`config.mk`:
```
export PLATFORM = sky130hd
export DESIGN_NAME = sram_lane_ctrl
export DESIGN_NICKNAME = d
export VERILOG_FILES = /design/src/rtl/sram_lane_pkg.sv /design/src/rtl/sram_lane_mask.sv /design/src/rtl/sram_lane_seq.sv /design/src/rtl/sram_lane_ctrl.sv
export SDC_FILE = /design/constraint.sdc
export NUM_CORES = 1
export LEC_CHECK = 0
export BUFFER_PORTS_ARGS = -buffer_cell sky130_fd_sc_hd__buf_2
export CAP_MARGIN = 40
export CORE_ASPECT_RATIO = 1.5
export CORE_UTILIZATION = 45
export DETAILED_ROUTE_END_ITERATION = 6
export PLACE_DENSITY = 0.87
export SETUP_SLACK_MARGIN = 0.4
export SLEW_MARGIN = 15
export SYNTH_ARGS = -nofsm -noshare
export SYNTH_HDL_FRONTEND = slang
export SYNTH_SLANG_ARGS = --single-unit
```
`constraint.sdc`:
```
create_clock -name clk -period 1.6 [get_ports clk]
set_input_delay 0.16 -clock clk [delete_from_list [all_inputs] [get_ports clk]]
set_output_delay 0.16 -clock clk [all_outputs]
set_load 0.005 [all_outputs]
```
`src/rtl/sram_lane_pkg.sv`:
```
package sram_lane_pkg;

    typedef enum logic [2:0] {
        ST_IDLE = 3'd0,
        ST_RD   = 3'd1,
        ST_WSET = 3'd2,
        ST_WLOW = 3'd3,
        ST_WREC = 3'd4
    } seq_st_e;

    localparam int LANE_W = 8;

endpackage

```
`src/rtl/sram_lane_mask.sv`:
```
module sram_lane_mask #(
    parameter int DATA_W = 16,
    parameter int LANE_W = 8
) (
    input  logic [DATA_W/LANE_W-1:0] lane_en,
    input  logic [DATA_W-1:0]        din,
    output logic [DATA_W-1:0]        dout
);
    localparam int LANES = DATA_W / LANE_W;

    for (genvar g = 0; g < LANES; g++) begin : g_lane
        assign dout[g*LANE_W +: LANE_W] = lane_en[g] ? din[g*LANE_W +: LANE_W] : '0;
    end

endmodule

```
`src/rtl/sram_lane_seq.sv`:
```
module sram_lane_seq
    import sram_lane_pkg::*;
#(
    parameter int ADDR_W   = 16,
    parameter int DATA_W   = 16,
    parameter int RD_CYC   = 3,
    parameter int WR_PULSE = 2
) (
    input  logic                     clk,
    input  logic                     rst_n,
    input  logic                     req_vld,
    output logic                     req_rdy,
    input  logic                     req_wr,
    input  logic [ADDR_W-1:0]        req_addr,
    input  logic [DATA_W-1:0]        req_wdata,
    input  logic [DATA_W/LANE_W-1:0] req_be,
    input  logic [DATA_W-1:0]        rd_masked,
    output logic [DATA_W/LANE_W-1:0] lane_sel,
    output logic [DATA_W-1:0]        rsp_data,
    output logic                     rsp_vld,
    output logic                     ce_n,
    output logic                     we_n,
    output logic                     oe_n,
    output logic [DATA_W/LANE_W-1:0] be_n,
    output logic [ADDR_W-1:0]        addr,
    output logic [DATA_W-1:0]        dq_out,
    output logic                     dq_oe
);
    localparam int LANES = DATA_W / LANE_W;
    localparam int RC    = (RD_CYC < 1) ? 1 : RD_CYC;
    localparam int WP    = (WR_PULSE < 2) ? 2 : WR_PULSE;
    localparam int CMAX  = (RC > WP) ? RC : WP;
    localparam int CNT_W = $clog2(CMAX + 1);

    typedef struct packed {
        seq_st_e            st;
        logic [CNT_W-1:0]   cnt;
        logic               rdy;
        logic               ce_n;
        logic               we_n;
        logic               oe_n;
        logic               dq_oe;
        logic               rsp_vld;
        logic [LANES-1:0]   be;
        logic [LANES-1:0]   be_n;
        logic [ADDR_W-1:0]  addr;
        logic [DATA_W-1:0]  wdata;
        logic [DATA_W-1:0]  rsp_data;
    } seq_s;

    localparam seq_s RESET_V = '{
        st: ST_IDLE, cnt: '0, rdy: 1'b1, ce_n: 1'b1, we_n: 1'b1, oe_n: 1'b1,
        dq_oe: 1'b0, rsp_vld: 1'b0, be: '0, be_n: '1, addr: '0, wdata: '0,
        rsp_data: '0
    };

    seq_s q, d;

    always_comb begin
        d         = q;
        d.rsp_vld = 1'b0;
        unique case (q.st)
            ST_IDLE: begin
                if (req_vld) begin
                    d.rdy   = 1'b0;
                    d.ce_n  = 1'b0;
                    d.addr  = req_addr;
                    d.be    = req_be;
                    d.be_n  = ~req_be;
                    d.wdata = req_wdata;
                    if (req_wr) begin
                        d.st = ST_WSET;
                    end else begin
                        d.st   = ST_RD;
                        d.oe_n = 1'b0;
                        d.cnt  = CNT_W'(RC - 1);
                    end
                end
            end
            ST_RD: begin
                if (q.cnt == '0) begin
                    d.rsp_data = rd_masked;
                    d.rsp_vld  = 1'b1;
                    d.ce_n     = 1'b1;
                    d.oe_n     = 1'b1;
                    d.be_n     = '1;
                    d.rdy      = 1'b1;
                    d.st       = ST_IDLE;
                end else begin
                    d.cnt = q.cnt - 1'b1;
                end
            end
            ST_WSET: begin
                d.we_n = 1'b0;
                d.cnt  = CNT_W'(WP - 1);
                d.st   = ST_WLOW;
            end
            ST_WLOW: begin
                d.dq_oe = 1'b1;
                if (q.cnt == '0) begin
                    d.we_n = 1'b1;
                    d.st   = ST_WREC;
                end else begin
                    d.cnt = q.cnt - 1'b1;
                end
            end
            ST_WREC: begin
                d.dq_oe = 1'b0;
                d.ce_n  = 1'b1;
                d.be_n  = '1;
                d.rdy   = 1'b1;
                d.st    = ST_IDLE;
            end
            default: d = RESET_V;
        endcase
    end

    always_ff @(posedge clk or negedge rst_n) begin
        if (!rst_n) q <= RESET_V;
        else        q <= d;
    end

    assign req_rdy  = q.rdy;
    assign lane_sel = q.be;
    assign rsp_data = q.rsp_data;
    assign rsp_vld  = q.rsp_vld;
    assign ce_n     = q.ce_n;
    assign we_n     = q.we_n;
    assign oe_n     = q.oe_n;
    assign be_n     = q.be_n;
    assign addr     = q.addr;
    assign dq_out   = q.wdata;
    assign dq_oe    = q.dq_oe;

    // Ready implies the memory is deselected
    p_idle_deselect_r2: assert property (@(posedge clk) disable iff (!rst_n)
        req_rdy |-> ce_n);

    // Address and lanes held across consecutive selected cycles
    p_addr_hold_r8: assert property (@(posedge clk) disable iff (!rst_n)
        (!ce_n && !$past(ce_n)) |-> ($stable(addr) && $stable(be_n)));

    // Pad drivers never fight the memory outputs
    p_no_fight_r9: assert property (@(posedge clk) disable iff (!rst_n)
        dq_oe |-> oe_n);

    // Drivers stay off in the first write-strobe cycle
    p_drv_late_r6: assert property (@(posedge clk) disable iff (!rst_n)
        $fell(we_n) |-> !dq_oe);

    // Drivers remain on in the cycle after the write strobe rises
    p_drv_hold_r6: assert property (@(posedge clk) disable iff (!rst_n)
        $rose(we_n) |-> dq_oe);

    // Write strobe only inside a selected, output-disabled cycle
    p_we_frame_r5: assert property (@(posedge clk) disable iff (!rst_n)
        !we_n |-> (!ce_n && oe_n));

    // Read response is a single-cycle pulse
    p_rsp_pulse_r4: assert property (@(posedge clk) disable iff (!rst_n)
        rsp_vld |=> !rsp_vld);

endmodule

```
`src/rtl/sram_lane_ctrl.sv`:
```
module sram_lane_ctrl
    import sram_lane_pkg::*;
#(
    parameter int ADDR_W   = 16,
    parameter int DATA_W   = 16,
    parameter int RD_CYC   = 3,
    parameter int WR_PULSE = 2
) (
    input  logic              clk,
    input  logic              rst_n,
    input  logic              req_vld,
    output logic              req_rdy,
    input  logic              req_wr,
    input  logic [ADDR_W-1:0] req_addr,
    input  logic [DATA_W-1:0] req_wdata,
    input  logic [1:0]        req_be,
    output logic [DATA_W-1:0] rsp_data,
    output logic              rsp_vld,
    output logic              mem_ce_n,
    output logic              mem_we_n,
    output logic              mem_oe_n,
    output logic              mem_ub_n,
    output logic              mem_lb_n,
    output logic [ADDR_W-1:0] mem_addr,
    output logic [DATA_W-1:0] mem_dq_out,
    output logic              mem_dq_oe,
    input  logic [DATA_W-1:0] mem_dq_in
);
    localparam int LANES = DATA_W / LANE_W;

    logic [LANES-1:0]  lane_sel;
    logic [LANES-1:0]  be_n;
    logic [DATA_W-1:0] rd_masked;

    sram_lane_mask #(.DATA_W(DATA_W), .LANE_W(LANE_W)) mask_i (
        .lane_en (lane_sel),
        .din     (mem_dq_in),
        .dout    (rd_masked)
    );

    sram_lane_seq #(
        .ADDR_W(ADDR_W), .DATA_W(DATA_W), .RD_CYC(RD_CYC), .WR_PULSE(WR_PULSE)
    ) seq_i (
        .clk       (clk),
        .rst_n     (rst_n),
        .req_vld   (req_vld),
        .req_rdy   (req_rdy),
        .req_wr    (req_wr),
        .req_addr  (req_addr),
        .req_wdata (req_wdata),
        .req_be    (req_be),
        .rd_masked (rd_masked),
        .lane_sel  (lane_sel),
        .rsp_data  (rsp_data),
        .rsp_vld   (rsp_vld),
        .ce_n      (mem_ce_n),
        .we_n      (mem_we_n),
        .oe_n      (mem_oe_n),
        .be_n      (be_n),
        .addr      (mem_addr),
        .dq_out    (mem_dq_out),
        .dq_oe     (mem_dq_oe)
    );

    assign mem_lb_n = be_n[0];
    assign mem_ub_n = be_n[1];

endmodule

```
Word-level counts from Yosys, hierarchy flattened
Index checks and enable logic that the tools add are counted.

word-level totals
  register bits = 63
  output and inout port bits = 56
  input port bits = 54

operators by class
  muxes and demuxes = 26
  reduce and logical (&&, ||, !) cells = 16
  eq/ne operators = 9
  $add $sub $neg = 1
  bitwise logic cells = 7

operator list
  cell                number
  $pmux 32 s2         1
  $mux 36             1
  $pmux 16 s2         1
  $mux 16             1
  $mux 8              2
  $pmux 2 s3          2
  $pmux 3 s4          1
  $reduce_or 3->1     3
  $mux 2              4
  $pmux 2 s4          1
  $reduce_and 4->1    2
  $reduce_or 4->1     2
  $mux 7              1
  $eq 3x2->1 const B  2
  $mux 3              2
  $ne 2x2->1 const B  3
  $not 1->1           6
  $pmux 1 s3          2
  $reduce_and 2->1    3
  $reduce_and 3->1    2
  $mux 1              5
  $ne 2x1->1 const B  2
  $pmux 2 s2          1
  $reduce_or 2->1     2
  other kinds (7)     7

Logic depth before layout (Yosys ltp)
Gate-level depths: netlist of run 1.

  depth after elaboration = 4
  depth in mapped cells = 7
  gate-level depth less buffers = 5

By module
From an unflattened synthesis of run 1, not the netlist that was laid out.

second synthesis, totals
  cells, all modules = 284
  area, all modules = 3078.0 µm²

by module, submodules not included
  module          cells each  instances  area each (µm²)
  sram_lane_seq   268         1          2977.9
  sram_lane_mask  16          1          100.1

Least setup slack after synthesis of run 1
Ideal clock, no wire load.

  path kind = register to register
  start point = reg seq_i.q[58] (netlist name)
  end point = reg seq_i.q (netlist bit seq_i.rsp_data[10])
  path buffers = 2
  data required time = 1521 ps
  stages on the path, launching flop included = 8
  clock period less this slack = 1668 ps
  arrival time = 1589 ps
  library setup time = 79 ps
  setup slack = -68 ps
  path through = dfrtp_1 > inv_1 > ha_1 > buf_2 > nand2b_1 > a21oi_2 > buf_6 > mux2i_1

between the ends
  word-level cells in the longest chain between the ends = 3

RTL lines
  item                        RTL line              text
  from (decl)                 sram_lane_seq.sv:57   seq_s q, d;
  from (signal assigned)      sram_lane_seq.sv:119  if (!rst_n) q <= RESET_V;
  from (signal assigned)      sram_lane_seq.sv:120  else q <= d;
  $logic_not 2->1             sram_lane_seq.sv:81   if (q.cnt == '0) begin
  $ne 2x1->1 (no line)        --
  $reduce_and 2->1 (no line)  --

Every way passes these cells.
A chain may end at the register's enable or synchronous reset.

Worst setup path in the final report of run 1
  start point = reg seq_i.q[61] (netlist name)
  end point = reg seq_i.q (netlist bit seq_i.dq_out[9])

between the ends
  word-level cells in the longest chain between the ends = 4

RTL lines
  item                                RTL line             text
  $eq 3x3->1 (tied with other cells)  sram_lane_seq.sv:62  unique case (q.st)
  $reduce_or 4->1 (no line)           --
  $not 1->1 (no line)                 --
  $reduce_and 2->1 (no line)          --

Several ways; a longest one is shown, not always the timed one.

==> results of run 1 <==
how the worst max path moves through the flow:
| stage | from | to | slack, ns | cells past startpoint |
|---|---|---|---|---|
| global route | seq_i.q[61]$_DFFE_PN0P_ | seq_i.addr[7]$_DFFE_PN0P_ | 0.01 | 6 |
| finish | seq_i.q[61]$_DFFE_PN0P_ | seq_i.dq_out[9]$_DFFE_PN0P_ | 0.09 | 6 |
| CTS | seq_i.q[61]$_DFFE_PN0P_ | seq_i.lane_sel[0]$_DFFE_PN0P_ | 0.13 | 6 |
| floorplan | seq_i.q[58]$_DFFE_PN0P_ | seq_i.rsp_data[10]$_DFFE_PN0P_ | 0.11 | 7 |
| detailed placement | seq_i.q[60]$_DFFE_PN0P_ | seq_i.lane_sel[0]$_DFFE_PN0P_ | -0.1 | 3 |
| global placement | seq_i.q[60]$_DFFE_PN0P_ | seq_i.lane_sel[0]$_DFFE_PN0P_ | -0.007 | 3 |
routing by layer:
metal,track usage,up-vias
met4,0.1005,0
met3,0.05246,10
li1,-,1045
met2,0.3288,90
met5,0,-
met1,0.2226,1088
kinds of logic after synthesis:
logic type               share of synthesized area
buffers and inverters                       0.1825
flip-flops                                  0.5188
AO/OA/AOI/OAI                               0.1446
AND/OR/NAND/NOR                            0.08375
multiplexers                               0.06333
XOR/XNOR                                  0.002917
adder cells (fa/ha/maj)                   0.004166
Yosys cell counts, drive strengths merged:
cell,count,share of area
a21bo,8,0.027
a221o,1,0.0033
ha,1,0.0042
a2bb2oi,1,0.0029
clkbuf,6,0.0075
mux2i,19,0.063
nor4b,1,0.0079
buf,60,0.15
nand2,18,0.022
nor2,9,0.011
a221oi,1,0.0029
inv,21,0.026
dfrtp,57,0.48
nor4bb,2,0.0067
a22o,26,0.076
a31oi,1,0.0021
and3,1,0.0021
xnor2,1,0.0029
nand4,8,0.017
o211ai,1,0.0025
o31a,1,0.0029
o21ai,3,0.0050
or2,2,0.0042
a211oi,2,0.0050
nor2b,2,0.0042
a21oi,6,0.013
nand2b,3,0.0063
o221ai,1,0.0029
or3,1,0.0021
dfstp,5,0.044
cell usage in the layout, fill, tap and decap left out, types with 3 or more instances in the layout:
| cell type | Yosys | layout |
|---|---|---|
| a21bo_2 | 3 | 3 |
| clkinv_2 | 0 | 3 |
| buf_2 | 6 | 109 |
| dfrtp_1 | 57 | 56 |
| buf_6 | 4 | 9 |
| nor2_1 | 9 | 7 |
| nand4_1 | 8 | 8 |
| a21bo_1 | 5 | 5 |
| inv_1 | 21 | 18 |
| dfstp_2 | 5 | 5 |
| a22o_1 | 26 | 26 |
| mux2i_1 | 19 | 18 |
| nand2_1 | 18 | 17 |
| a21oi_1 | 4 | 4 |
| a21oi_4 | 0 | 3 |
| clkbuf_8 | 0 | 11 |
| buf_12 | 0 | 3 |
| buf_4 | 49 | 18 |
state kept, by name, summed over array words and instances, names as in the netlist, 2 cells and up:
register	cells
seq_i.addr	16
seq_i.be_n	2
seq_i.dq_out	16
seq_i.lane_sel	2
seq_i.q	5
seq_i.rsp_data	16
repair_timing:
action / 4_1_cts / 5_1_grt
resized for setup: 26 / 12
cloned: 2 / 0
endpoints found under the hold margin: 20 / 0
pin swaps: 8 / 3
hold buffers: 1 / 0
buffers inserted: 11 / 5
endpoints found under the setup margin: 59 / 62
worst reg2reg max path: cells and delay by family (launching register included):
kind	cells	cell delay, ns
AO/OA/AOI/OAI	2	0.23
flip-flops	1	0.40
buffers and inverters	3	0.48
AND/OR/NAND/NOR	1	0.29
area by class of cell:
type / count / share of cell area
well taps: 76 / 0.02456
repair buffers: 142 / 0.2304
flip-flops and latches: 62 / 0.4027
clock buffers: 12 / 0.04008
multi-input cells: 121 / 0.2692
clock inverters: 4 / 0.01164
inverters: 21 / 0.02133
per-stage QoR:
step | util | worst slack [ns] | hold WS [ns] | TNS, ns
finish | 0.5968 | 0.09043 | 0.04320 | 0
global route | 0.5968 | 0.01245 | 0.03613 | 0
CTS | 0.5816 | 0.1339 | 0.02603 | 0
detailed placement | 0.5149 | -0.09849 | 0.1532 | -1.765
global placement | 0.5149 | -0.006799 | 0.1424 | -0.006799
floorplan | - | 0.1132 | -0.1356 | 0
report_power, final:
group | switching, µW | internal (µW) | total (µW)
combinational | 1760 | 2080 | 3840
sequential | 372 | 2270 | 2640
clock | 578 | 796 | 1370
==> impl_metrics.tcl, run 1 <==
set metrics [dict create \
    worstPathRequired_ns 1.82 \
    cts_buffers 9 \
    path_clk_slew_ns 0.07 \
    dp_cells 403 \
    leakagePower_uw 0.002002 \
    die_y_um 102.0 \
    period_needed_ns 1.510 \
    r2r-end "seq_i.dq_out[9]$_DFFE_PN0P_" \
    cts_tree "done" \
    io_pins 110 \
    final_area_um2 3871 \
    path_delay_family "buffers and inverters" \
    status "finished, final reports clean" \
    reg2reg_depth 6 \
    cp-end-kind "flip-flop" \
    fin_cells 438 \
    rsz0062_at_grt "true" \
    diodes 0 \
    antenna_left 0 \
    max_freq_mhz 662.4 \
    via_per_inst 5.098 \
    worstPathCellList "buf_6, nor4b_4, buf_4, a21oi_4, clkbuf_16, a22o_1" \
    worst_slew_pin_slew_ns 0.5164 \
    hold_path.class "input pin to flip-flop" \
    start_util 0.4630 \
    avgSynthCellArea_um2 11.16 \
    clockRootBuffer "clkbuf_8" \
    timing.max_cap.violations 0 \
    seq_area_frac_synth 0.5187 \
    worstHoldPathCells 2 \
    yosys_register_bits 62 \
    routabilityCongestion 0.7024 \
    slowest_stage "dfrtp_1" \
    syn_nets 324 \
    ir_drop_mv 0.7713 \
    maxSlewHeadroom 0.6557 \
    wl_mm 6.766 \
    syn_to_final_growth_pct 28.92 \
    min_to "seq_i.dq_out[11]$_DFFE_PN0P_" \
    wl_met1_mm 2.828 \
    dieArea_um2 7010 \
    synth_cells 269 \
    grt.total_usage 0.1958 \
    synth_area_um2 3003 \
    place_hpwl_mm 4.227 \
    grt-ovfl-total 0 \
    regArea_um2 1559 \
    p_total_uw 7851 \
    wl_per_cell_um 15.45 \
    grt_max_degree 43 \
    drtIter0Drc 54 \
    grt_pass1_vias 2193 \
    vias 2233 \
    grt_pass1_wl_mm 9.956 \
    io_buffers 109 \
    nFillCells 517 \
    die_w_um 68.70 \
    reg2reg_slack_ns 0.09 \
    fin_nets 412 \
    power_density_nw_per_um2 2028 \
    grt_antenna_before_repair 0 \
    fin_skew_ns 0.008135 \
    finalCritPeriodShare 0.9435 \
    drive_gt1_frac 0.5193 \
    critPathBufInv 3 \
    h-tree-depth 3 \
    timing_worst_setup_path_type "flip-flop to flip-flop" \
    wl_met2_mm 3.394 \
    multi_input_area_um2 1042 \
    placed_cell_area_um2 3339 \
    wl_met3_um 393 \
    cts_sinks 62 \
    clock_latency_ns 0.34 \
    cts.path.max_buffers 2 \
    r2r-start "seq_i.q[61]$_DFFE_PN0P_" \
    coreArea_um2 6486 \
    synth_cell_types 35 \
    crit_path_start_kind "flip-flop" \
    drc 0 \
    highest_layer "met4" \
    hold_violations 0 \
    timing.hold.worst.start "req_wdata[11]" \
    setup_viol 0 \
    cpPeakStageDelay_ns 0.40 \
    rows 36 \
    first_pass_iters 4 \
    final_max_slew_viol_count 0 \
    critPathArrivalTime_ns 1.73 \
    critPathMaxFanout 8 \
    ys.warnings.count 0 \
]
(Power assumes the default switching activity.)
==> run 2, diff against run 1 <==
--- a/config.mk
+++ b/config.mk
@@ -8,9 +8,11 @@
 export BUFFER_PORTS_ARGS = -buffer_cell sky130_fd_sc_hd__buf_2
 export CAP_MARGIN = 40
 export CORE_ASPECT_RATIO = 1.5
-export CORE_UTILIZATION = 45
+export CORE_UTILIZATION = 49
+export CTS_BUF_LIST = sky130_fd_sc_hd__clkbuf_8 sky130_fd_sc_hd__clkbuf_16
 export DETAILED_ROUTE_END_ITERATION = 6
-export PLACE_DENSITY = 0.87
+export MAX_ROUTING_LAYER = met4
+export PLACE_DENSITY = 0.89
 export SETUP_SLACK_MARGIN = 0.4
 export SLEW_MARGIN = 15
 export SYNTH_ARGS = -nofsm -noshare
==> constraint.sdc (replaced) <==
create_clock -name clk -period 1.4 [get_ports clk]
set_input_delay 0.14 -clock clk [delete_from_list [all_inputs] [get_ports clk]]
set_output_delay 0.14 -clock clk [all_outputs]
set_load 0.005 [all_outputs]
==> impl_metrics.tcl, run 2 (same netlist as run 1, synthesis figures left out) <==
set metrics [dict create \
    maxSlewHeadroom 0.6555 \
    first_pass_iters 4 \
    grt_max_degree 47 \
    nFillCells 405 \
    grt_pass1_wl_mm 11.18 \
    cpPeakStageDelay_ns 0.41 \
    antenna_left 0 \
    grt-ovfl-total 0 \
    clockRootBuffer "clkbuf_8" \
    setup_ws_ns -0.08677 \
    fin_skew_ns 0.009411 \
    power_frac_seq 0.291 \
    diodes 0 \
    finalCritPeriodShare 1.062 \
    cp-end-kind "flip-flop" \
    cts_buffers 9 \
    power_frac_comb 0.540 \
    period_needed_ns 1.487 \
    final_area_um2 4318 \
    drc 0 \
    coreArea_um2 5871 \
    setup_viol 50 \
    critPathMaxFanout 8 \
    cp.depth 6 \
    via_per_inst 5.150 \
    reg2reg_depth 6 \
    drive_gt1_frac 0.5995 \
    cpMostUsedCell "buf_6" \
    power.share.clock 0.169 \
    dieArea_um2 6452 \
    p_total_uw 10330 \
    cts_tree "done" \
    violations "setup timing" \
    cts.path.max_buffers 2 \
    critPathBufInv 3 \
    io_buffers 109 \
    die_y_um 97.88 \
    hold_path.class "input pin to flip-flop" \
    grt_pass1_vias 2373 \
    swShare 0.3395 \
    h-tree-depth 3 \
    power_density_nw_per_um2 2391 \
    slowest_stage "dfrtp_1" \
    clock_latency_ns 0.35 \
    path_delay_family "buffers and inverters" \
    hold_violations 0 \
    reg2reg_slack_ns -0.09 \
    worstPathCellList "buf_6, buf_12, nor2_4, buf_6, nand4_1, a21bo_1" \
    die_w_um 65.92 \
    crit_path_start "seq_i.q[60]$_DFFE_PN0P_" \
    p_sw_uw 3505 \
    vias 2467 \
    placed_cell_area_um2 3385 \
    place_hpwl_mm 4.381 \
    rsz0062_at_grt "true" \
    fin_nets 457 \
    critPathArrivalTime_ns 1.77 \
    worstPathRequired_ns 1.68 \
    worst_slew_pin_slew_ns 0.5155 \
    timing_worst_setup_path_type "flip-flop to flip-flop" \
    drtIter0Drc 150 \
    wl_mm 7.853 \
    rows 34 \
    layout_common_cells "buf_2, buf_4, dfrtp_1" \
    leakagePower_uw 0.002265 \
    timing.max_cap.violations 0 \
    path_clk_slew_ns 0.07 \
    start_util 0.5115 \
    r2r-end "seq_i.dq_out[10]$_DFFE_PN0P_" \
    cts_sinks 62 \
    crit_path_end "seq_i.dq_out[10]$_DFFE_PN0P_" \
    max_freq_mhz 672.6 \
    final_util 0.7355 \
    ir_drop_mv 1.306 \
    intPower_uw 6820 \
    grt.total_usage 0.2377 \
    syn_to_final_growth_pct 43.79 \
    r2r-start "seq_i.q[60]$_DFFE_PN0P_" \
    io_pins 110 \
    grt_antenna_before_repair 0 \
    status "finished, violations left" \
    wl_per_cell_um 16.39 \
    routabilityCongestion 0.7877 \
    crit_path_start_kind "flip-flop" \
    final_max_slew_viol_count 0 \
    final_common_cell "buf_2" \
]
==> run 2: changes by cell type in the layout (fill, tap and decap cells not counted), sizes merged <==
cell | previous run | this run
bufinv | 1 | 2
a21oi | 7 | 8
clkbuf | 13 | 12
inv | 20 | 21
buf | 140 | 183
clkinv | 3 | 2
clkinvlp | 1 | 2
==> run 2: through the flow <==
step | setup WS [ns] | instances | hold WS, ns | TNS (ns)
final | -0.08677 | 479 | 0.01223 | -1.717
after global routing | -0.1819 | 479 | 0.01344 | -5.113
after CTS | -0.03139 | 454 | 0.008831 | -0.2402
after detailed placement | -0.2763 | 405 | 0.09872 | -8.995
after global placement | -0.2078 | 405 | 0.08659 | -6.510
after floorplan | -0.08675 | 269 | -0.1556 | -3.372
==> run 2: worst min path at each step <==
stage            startpoint                        endpoint  slack [ns]  cells past startpoint
5_1_grt        req_addr[13]      seq_i.addr[13]$_DFFE_PN0P_        0.01                      2
6_report       req_wdata[5]     seq_i.dq_out[5]$_DFFE_PN0P_        0.01                      2
2_1_floorplan         rst_n       seq_i.addr[0]$_DFFE_PN0P_       -0.16                      0
3_3_place_gp          rst_n   seq_i.rsp_data[8]$_DFFE_PN0P_        0.09                      1
3_5_place_dp          rst_n  seq_i.rsp_data[12]$_DFFE_PN0P_         0.1                      1
4_1_cts        req_wdata[5]     seq_i.dq_out[5]$_DFFE_PN0P_       0.009                      2
==> run 2: repair_timing <==
| item | in CTS | in global routing |
|---|---|---|
| gates cloned | 2 | 3 |
| endpoints found under the hold margin | 16 | 0 |
| hold buffers | 1 | 0 |
| buffers inserted | 30 | 22 |
| setup endpoints to repair | 88 | 110 |
| gates resized for setup | 46 | 15 |
| pin swaps | 24 | 12 |
==> run 2: worst reg2reg max path, delay by kind of cell, from the launching register on <==
family,cells,cell delay [ns]
compound gates,1,0.21
buf+inv,3,0.46
flops,1,0.41
simple gates,2,0.36
==> run 2: area by class of cell <==
class                           count  area [µm²]  share of cell area
Multi-Input combinational cell    122        1077              0.2495
Inverter                           21       86.33             0.01999
Clock inverter                      6       85.08             0.01970
Timing Repair Buffer              186        1282              0.2970
Tap cell                           72       90.09             0.02086
Clock buffer                       10       137.6             0.03187
Sequential cell                    62        1559              0.3611
==> run 2: power by group through the flow <==
stage / Clock (µW) / Sequential, µW / Combinational [µW]
2_1_floorplan: 0 / 2940 / 3060
3_3_place_gp: 0 / 3000 / 3420
3_5_place_dp: 0 / 3010 / 3570
4_1_cts: 1760 / 2970 / 4610
5_1_grt: 1860 / 3070 / 6000
6_report: 1740 / 3000 / 5580
==> run 2: per-layer routing <==
layer  up-vias  track usage  wire (µm)
met3        17      0.03972        431
met2       105       0.3885       4126
li1       1137            -          -
met4         0       0.1104        195
met1      1208       0.2787       3099
met5         -            -          0
